**src/rtl/acc40_pkg.sv**
```systemverilog
package acc40_pkg;
  localparam int unsigned OP_W = 3;

  typedef enum logic [OP_W-1:0] {
    OP_FULL = 3'd0,
    OP_DUAL = 3'd1,
    OP_HALF = 3'd2,
    OP_LOAD = 3'd3,
    OP_READ = 3'd4
  } accOp_e;

  typedef struct packed {
    logic doFull;
    logic doDual;
    logic doHalf;
    logic doLoad;
    logic doRead;
  } accStrobe_t;
endpackage

```
**src/rtl/acc40_ctrl.sv**
```systemverilog
module acc40_ctrl
  import acc40_pkg::*;
#(
  parameter int unsigned IDX_W = 3
) (
  input  logic             clk,
  input  logic             rstN,
  input  logic             cmdValid,
  input  logic [OP_W-1:0]  cmdOp,
  input  logic [IDX_W-1:0] accIdx,
  output accStrobe_t       strb
);
  logic live;

  assign live = cmdValid && (accIdx == '0);

  always_comb begin
    strb = '0;
    if (live) begin
      unique case (cmdOp)
        OP_FULL: strb.doFull = 1'b1;
        OP_DUAL: strb.doDual = 1'b1;
        OP_HALF: strb.doHalf = 1'b1;
        OP_LOAD: strb.doLoad = 1'b1;
        OP_READ: strb.doRead = 1'b1;
        default: strb = '0;
      endcase
    end
  end

  // at most one action per cycle, and none for a foreign index
  a_r9_single_action: assert property (@(posedge clk) disable iff (!rstN)
    $onehot0(strb));
  a_r8_foreign_idx: assert property (@(posedge clk) disable iff (!rstN)
    (cmdValid && accIdx != '0) |-> (strb == '0));
endmodule

```
**src/rtl/acc40_mul.sv**
```systemverilog
module acc40_mul #(
  parameter int unsigned WORD_W = 32,
  parameter int unsigned ACC_W  = 40
) (
  input  logic              doFull,
  input  logic              doDual,
  input  logic              doHalf,
  input  logic [WORD_W-1:0] opA,
  input  logic [WORD_W-1:0] opB,
  input  logic              selHiA,
  input  logic              selHiB,
  output logic [ACC_W-1:0]  addend
);
  localparam int unsigned HALF_W = WORD_W / 2;
  localparam int unsigned PROD_W = 2 * HALF_W;
  localparam int unsigned EXT_W  = ACC_W - PROD_W;
  localparam int unsigned WEXT_W = ACC_W - WORD_W;

  logic signed [ACC_W-1:0]  wideA, wideB, fullProd;
  logic signed [HALF_W-1:0] hiA, loA, hiB, loB, pickA, pickB;
  logic signed [PROD_W-1:0] hiProd, loProd, pickProd;
  logic [ACC_W-1:0]         hiExt, loExt, pickExt;

  assign wideA = {{WEXT_W{opA[WORD_W-1]}}, opA};
  assign wideB = {{WEXT_W{opB[WORD_W-1]}}, opB};
  // product modulo 2^ACC_W equals the low bits of the exact product
  assign fullProd = wideA * wideB;

  assign hiA = opA[WORD_W-1:HALF_W];
  assign loA = opA[HALF_W-1:0];
  assign hiB = opB[WORD_W-1:HALF_W];
  assign loB = opB[HALF_W-1:0];

  assign hiProd = hiA * hiB;
  assign loProd = loA * loB;

  assign pickA    = selHiA ? hiA : loA;
  assign pickB    = selHiB ? hiB : loB;
  assign pickProd = pickA * pickB;

  assign hiExt   = {{EXT_W{hiProd[PROD_W-1]}}, hiProd};
  assign loExt   = {{EXT_W{loProd[PROD_W-1]}}, loProd};
  assign pickExt = {{EXT_W{pickProd[PROD_W-1]}}, pickProd};

  always_comb begin
    addend = '0;
    if (doFull)      addend = fullProd;
    else if (doDual) addend = hiExt + loExt;
    else if (doHalf) addend = pickExt;
  end
endmodule

```
**src/rtl/acc40_dp.sv**
```systemverilog
module acc40_dp
  import acc40_pkg::*;
#(
  parameter int unsigned WORD_W = 32,
  parameter int unsigned ACC_W  = 40
) (
  input  logic              clk,
  input  logic              rstN,
  input  accStrobe_t        strb,
  input  logic [WORD_W-1:0] opA,
  input  logic [WORD_W-1:0] opB,
  input  logic              selHiA,
  input  logic              selHiB,
  output logic [WORD_W-1:0] rdLo,
  output logic [WORD_W-1:0] rdHi
);
  localparam int unsigned TOP_W = ACC_W - WORD_W;
  localparam int unsigned PAD_W = WORD_W - TOP_W;

  logic [ACC_W-1:0] accReg, addend;
  logic             doMac;

  acc40_mul #(.WORD_W(WORD_W), .ACC_W(ACC_W)) uMul (
    .doFull (strb.doFull),
    .doDual (strb.doDual),
    .doHalf (strb.doHalf),
    .opA    (opA),
    .opB    (opB),
    .selHiA (selHiA),
    .selHiB (selHiB),
    .addend (addend)
  );

  assign doMac = strb.doFull | strb.doDual | strb.doHalf;

  always_ff @(posedge clk) begin
    if (!rstN) begin
      accReg <= '0;
    end else if (strb.doLoad) begin
      accReg <= {opB[TOP_W-1:0], opA};
    end else if (doMac) begin
      accReg <= accReg + addend;
    end
  end

  always_ff @(posedge clk) begin
    if (!rstN) begin
      rdLo <= '0;
      rdHi <= '0;
    end else if (strb.doRead) begin
      rdLo <= accReg[WORD_W-1:0];
      rdHi <= {{PAD_W{accReg[ACC_W-1]}}, accReg[ACC_W-1:WORD_W]};
    end
  end

  a_r5_load_place: assert property (@(posedge clk) disable iff (!rstN)
    strb.doLoad |=> (accReg == {$past(opB[TOP_W-1:0]), $past(opA)}));
  a_r9_acc_quiet: assert property (@(posedge clk) disable iff (!rstN)
    !(doMac || strb.doLoad) |=> $stable(accReg));
  a_r10_read_hold: assert property (@(posedge clk) disable iff (!rstN)
    !strb.doRead |=> ($stable(rdLo) && $stable(rdHi)));
  a_r6_hi_sext: assert property (@(posedge clk) disable iff (!rstN)
    (rdHi[WORD_W-1:TOP_W] == {PAD_W{rdHi[TOP_W-1]}}));
  a_r10_read_old: assert property (@(posedge clk) disable iff (!rstN)
    strb.doRead |=> (rdLo == $past(accReg[WORD_W-1:0])));
endmodule

```
**src/rtl/acc40_mac.sv**
```systemverilog
module acc40_mac
  import acc40_pkg::*;
#(
  parameter int unsigned WORD_W = 32,
  parameter int unsigned ACC_W  = 40,
  parameter int unsigned IDX_W  = 3
) (
  input  logic              clk,
  input  logic              rstN,
  input  logic              cmdValid,
  input  logic [OP_W-1:0]   cmdOp,
  input  logic [IDX_W-1:0]  accIdx,
  input  logic [WORD_W-1:0] opA,
  input  logic [WORD_W-1:0] opB,
  input  logic              selHiA,
  input  logic              selHiB,
  output logic [WORD_W-1:0] rdLo,
  output logic [WORD_W-1:0] rdHi
);
  accStrobe_t strb;

  acc40_ctrl #(.IDX_W(IDX_W)) uCtrl (
    .clk      (clk),
    .rstN     (rstN),
    .cmdValid (cmdValid),
    .cmdOp    (cmdOp),
    .accIdx   (accIdx),
    .strb     (strb)
  );

  acc40_dp #(.WORD_W(WORD_W), .ACC_W(ACC_W)) uDp (
    .clk    (clk),
    .rstN   (rstN),
    .strb   (strb),
    .opA    (opA),
    .opB    (opB),
    .selHiA (selHiA),
    .selHiB (selHiB),
    .rdLo   (rdLo),
    .rdHi   (rdHi)
  );
endmodule

```
**config.mk**
```make
export PLATFORM = sky130hd
export DESIGN_NAME = acc40_mac
export DESIGN_NICKNAME = d
export VERILOG_FILES = /design/src/rtl/acc40_pkg.sv /design/src/rtl/acc40_ctrl.sv /design/src/rtl/acc40_mul.sv /design/src/rtl/acc40_dp.sv /design/src/rtl/acc40_mac.sv
export SDC_FILE = /design/constraint.sdc
export NUM_CORES = 2
export LEC_CHECK = 0
export BUFFER_PORTS_ARGS = -buffer_cell sky130_fd_sc_hd__buf_2
export CAP_MARGIN = 10
export CORE_AREA = 2 2 392 433
export CTS_CLUSTER_DIAMETER = 40
export DETAILED_ROUTE_END_ITERATION = 12
export DIE_AREA = 0 0 394 435
export GPL_ROUTABILITY_DRIVEN = 0
export PLACE_DENSITY_LB_ADDON = 0.05
export REMOVE_ABC_BUFFERS = 1
export SLEW_MARGIN = 20
export SYNTH_ARGS = -nofsm -noshare
export SYNTH_HDL_FRONTEND = slang
export SYNTH_HIERARCHICAL = 1
export SYNTH_SLANG_ARGS = --single-unit
```
**constraint.sdc**
```tcl
create_clock -name clk -period 26.1 [get_ports clk]
set_input_delay 2.61 -clock clk [delete_from_list [all_inputs] [get_ports clk]]
set_output_delay 2.61 -clock clk [all_outputs]
set_load 0.05 [all_outputs]
```
==> results_dict.tcl <==
set metrics [dict create \
    status "complete, no violations" \
    synth_edf_count 0 \
    worstSkewPairLatency_ns 0.38 \
    synth_cell_types 91 \
    port_buffers 138 \
    tns_ns 0 \
    critical_path.top_delay_family "adder cells" \
    track_usage 0.257 \
    crit_top_cell "fa_1" \
    clock_skew_ns 0.0141 \
    drt_iter0_drc 2407 \
    synth.avg_cell_area_sq_um 9.02 \
    synth_area_sq_mm 0.0581 \
    nets 8371 \
    clkSinkCount 80 \
    drtAntennaViolNets 0 \
    rr_worst_depth 10 \
    core_sq_mm 0.167 \
    cp.required_ns 26.42 \
    grt_start_max_net_pins 48 \
    slew_headroom 0.303 \
    dr_total_vias 42526 \
    gr-total-overflow 0 \
    cts.clk_slew.worst_paths_ns 0.07 \
    cts_resized 0 \
    start_util 0.347 \
    async_flop_share 0 \
    grt_pass1_vias 47027 \
    avgRoutedWirePerCell_um 25.0 \
    cp-start-kind "input port" \
    postCtsHoldBufs 0 \
    final_layout_size_suffix_gt1_frac 0.0520 \
    max_stage_delay_ns 0.59 \
    yosysWarnings 6 \
    hpwl_um 175000 \
    rsz0062_at_grt "no" \
    postLayoutCoreUtil 0.367 \
    path_max_fanout 26 \
    io_pins 139 \
    antenna_found_initial 21 \
    clockBufferDepth 2 \
    dr.pass1.iters 5 \
    cts_made_buffers 9 \
    period_minus_slack_ns 13.04 \
    worst-setup-path-type "input port to register" \
    htreeDepth 3 \
    cp-startpoint "opA[7]" \
    cp_slowest_cell "fa_1" \
    die_w_um 394 \
    hp-class "register to register" \
    grt_pass1_wl_um 322000 \
    reg2reg_setup_slack_ns 22.99 \
    finalNonFillerCells 8630 \
    finalSetupViolCount 0 \
    hold_viol 0 \
    placed_cell_area_sq_mm 0.0611 \
    die-area_sq_mm 0.171 \
    ys.flop_type "dfxtp_1" \
    min_from "uDp/rdLo[29]" \
    slew_violations 0 \
    crit_buf_inv 7 \
    cts-root-buf "clkbuf_16" \
    hold_depth 2 \
    whs_endpoint "uDp/rdLo[29]" \
    fin_area_sq_mm 0.0615 \
    fmax_mhz 76.7 \
    final_common_cell "inv_1" \
    wl_um 216000 \
    timing.final.crit_share 0.500 \
    drc 0 \
    synth_seq_cells 80 \
    layout_common_cells "1679 x inv_1, 1490 x fa_1, 792 x nand2_1" \
    worst_slew_pin_slew_ns 1.05 \
    maxCapViolations 0 \
    syn_inst 6439 \
    syn_to_final_growth_pct 5.84 \
    cts_setup_buffers 0 \
    fp.dieH_um 435 \
    ys_seq_area_frac 0.0276 \
    core.rowCount 158 \
    vias_per_cell 4.93 \
    endpoint_kind "register" \
    reg2reg_from "uDp/accReg[27]" \
    cts_tree "yes" \
    arrival_ns 13.37 \
    r2r_end "uDp/accReg[36]" \
    dp.cells 8607 \
]
## cell usage after synthesis (27+ instances only)
cell / count / area share
o21ai_0: 91 / 0.0078
dfxtp_1: 80 / 0.028
and2_1: 405 / 0.044
clkbuf_1: 270 / 0.017
mux2_2: 27 / 0.0052
nand2_1: 792 / 0.051
inv_1: 1679 / 0.11
nor2_1: 250 / 0.016
mux2i_1: 70 / 0.012
a211oi_1: 27 / 0.0035
ha_1: 428 / 0.092
nand2b_1: 33 / 0.0036
xnor2_1: 145 / 0.022
fa_1: 1490 / 0.51
xor2_1: 45 / 0.0068
a21oi_1: 176 / 0.015
a21o_1: 64 / 0.0083
## sequential cells by signal, summed over array words and instances (netlist names)
name        flops
uDp/rdHi        8
uDp/accReg     40
uDp/rdLo       32
## routing by layer
layer | global-route usage | vias up | wire (um)
met5 | 0 | - | 37
li1 | - | 18732 | -
met4 | 0.0431 | 6 | 3830
met1 | 0.345 | 22666 | 93300
met3 | 0.0210 | 170 | 8860
met2 | 0.457 | 952 | 110000
## worst register-to-register path, cell delays in order (launching register included)
cell	delay, ns
dfxtp_1	0.56
ha_1	0.35
and2_0	0.30
a21oi_1	0.24
o21ai_0	0.15
a32o_1	0.28
a21o_1	0.21
a311o_1	0.37
a21oi_1	0.19
mux2i_1	0.21
o2111a_1	0.19
## cell families after synthesis
logic type      Yosys count  share of synthesized area
xor+xnor                190                     0.0286
mux                      97                     0.0173
flops                    80                     0.0276
buf+inv                2000                      0.131
fa+ha+maj              1918                      0.605
simple gates           1614                      0.129
compound gates          540                     0.0613
## cell type report
| cell class | count | area [sq um] |
|---|---|---|
| Antenna cell | 7 | 17.5 |
| Clock buffer | 10 | 239 |
| Clock inverter | 6 | 92.6 |
| Fill cell | 17584 | 106000 |
| Inverter | 1682 | 6310 |
| Multi-Input combinational cell | 4359 | 48900 |
| Sequential cell | 80 | 1600 |
| Tap cell | 2240 | 2800 |
| Timing Repair Buffer | 246 | 1500 |
## metrics by stage
| stage | hold WS [ns] | setup slack [ns] |
|---|---|---|
| finish | 0.491 | 13.06 |
| CTS | 0.497 | 13.06 |
| detailed placement | 0.479 | 12.76 |
| floorplan | 0.465 | 13.92 |
| global route | 0.519 | 12.58 |
| global placement | 0.474 | 12.74 |
## worst max-delay path by stage
stage | to | slack [ns] | cells past startpoint
6_report | uDp/accReg[36] | 13.06 | 36
5_1_grt | uDp/accReg[36] | 12.58 | 36
4_1_cts | uDp/accReg[36] | 13.06 | 36
3_5_place_dp | uDp/accReg[36] | 12.76 | 36
3_3_place_gp | uDp/accReg[36] | 12.74 | 36
2_1_floorplan | uDp/accReg[36] | 13.92 | 17
Power is not shown: default switching activity piles up to over one toggle a cycle in this logic, so the estimate is an artifact.
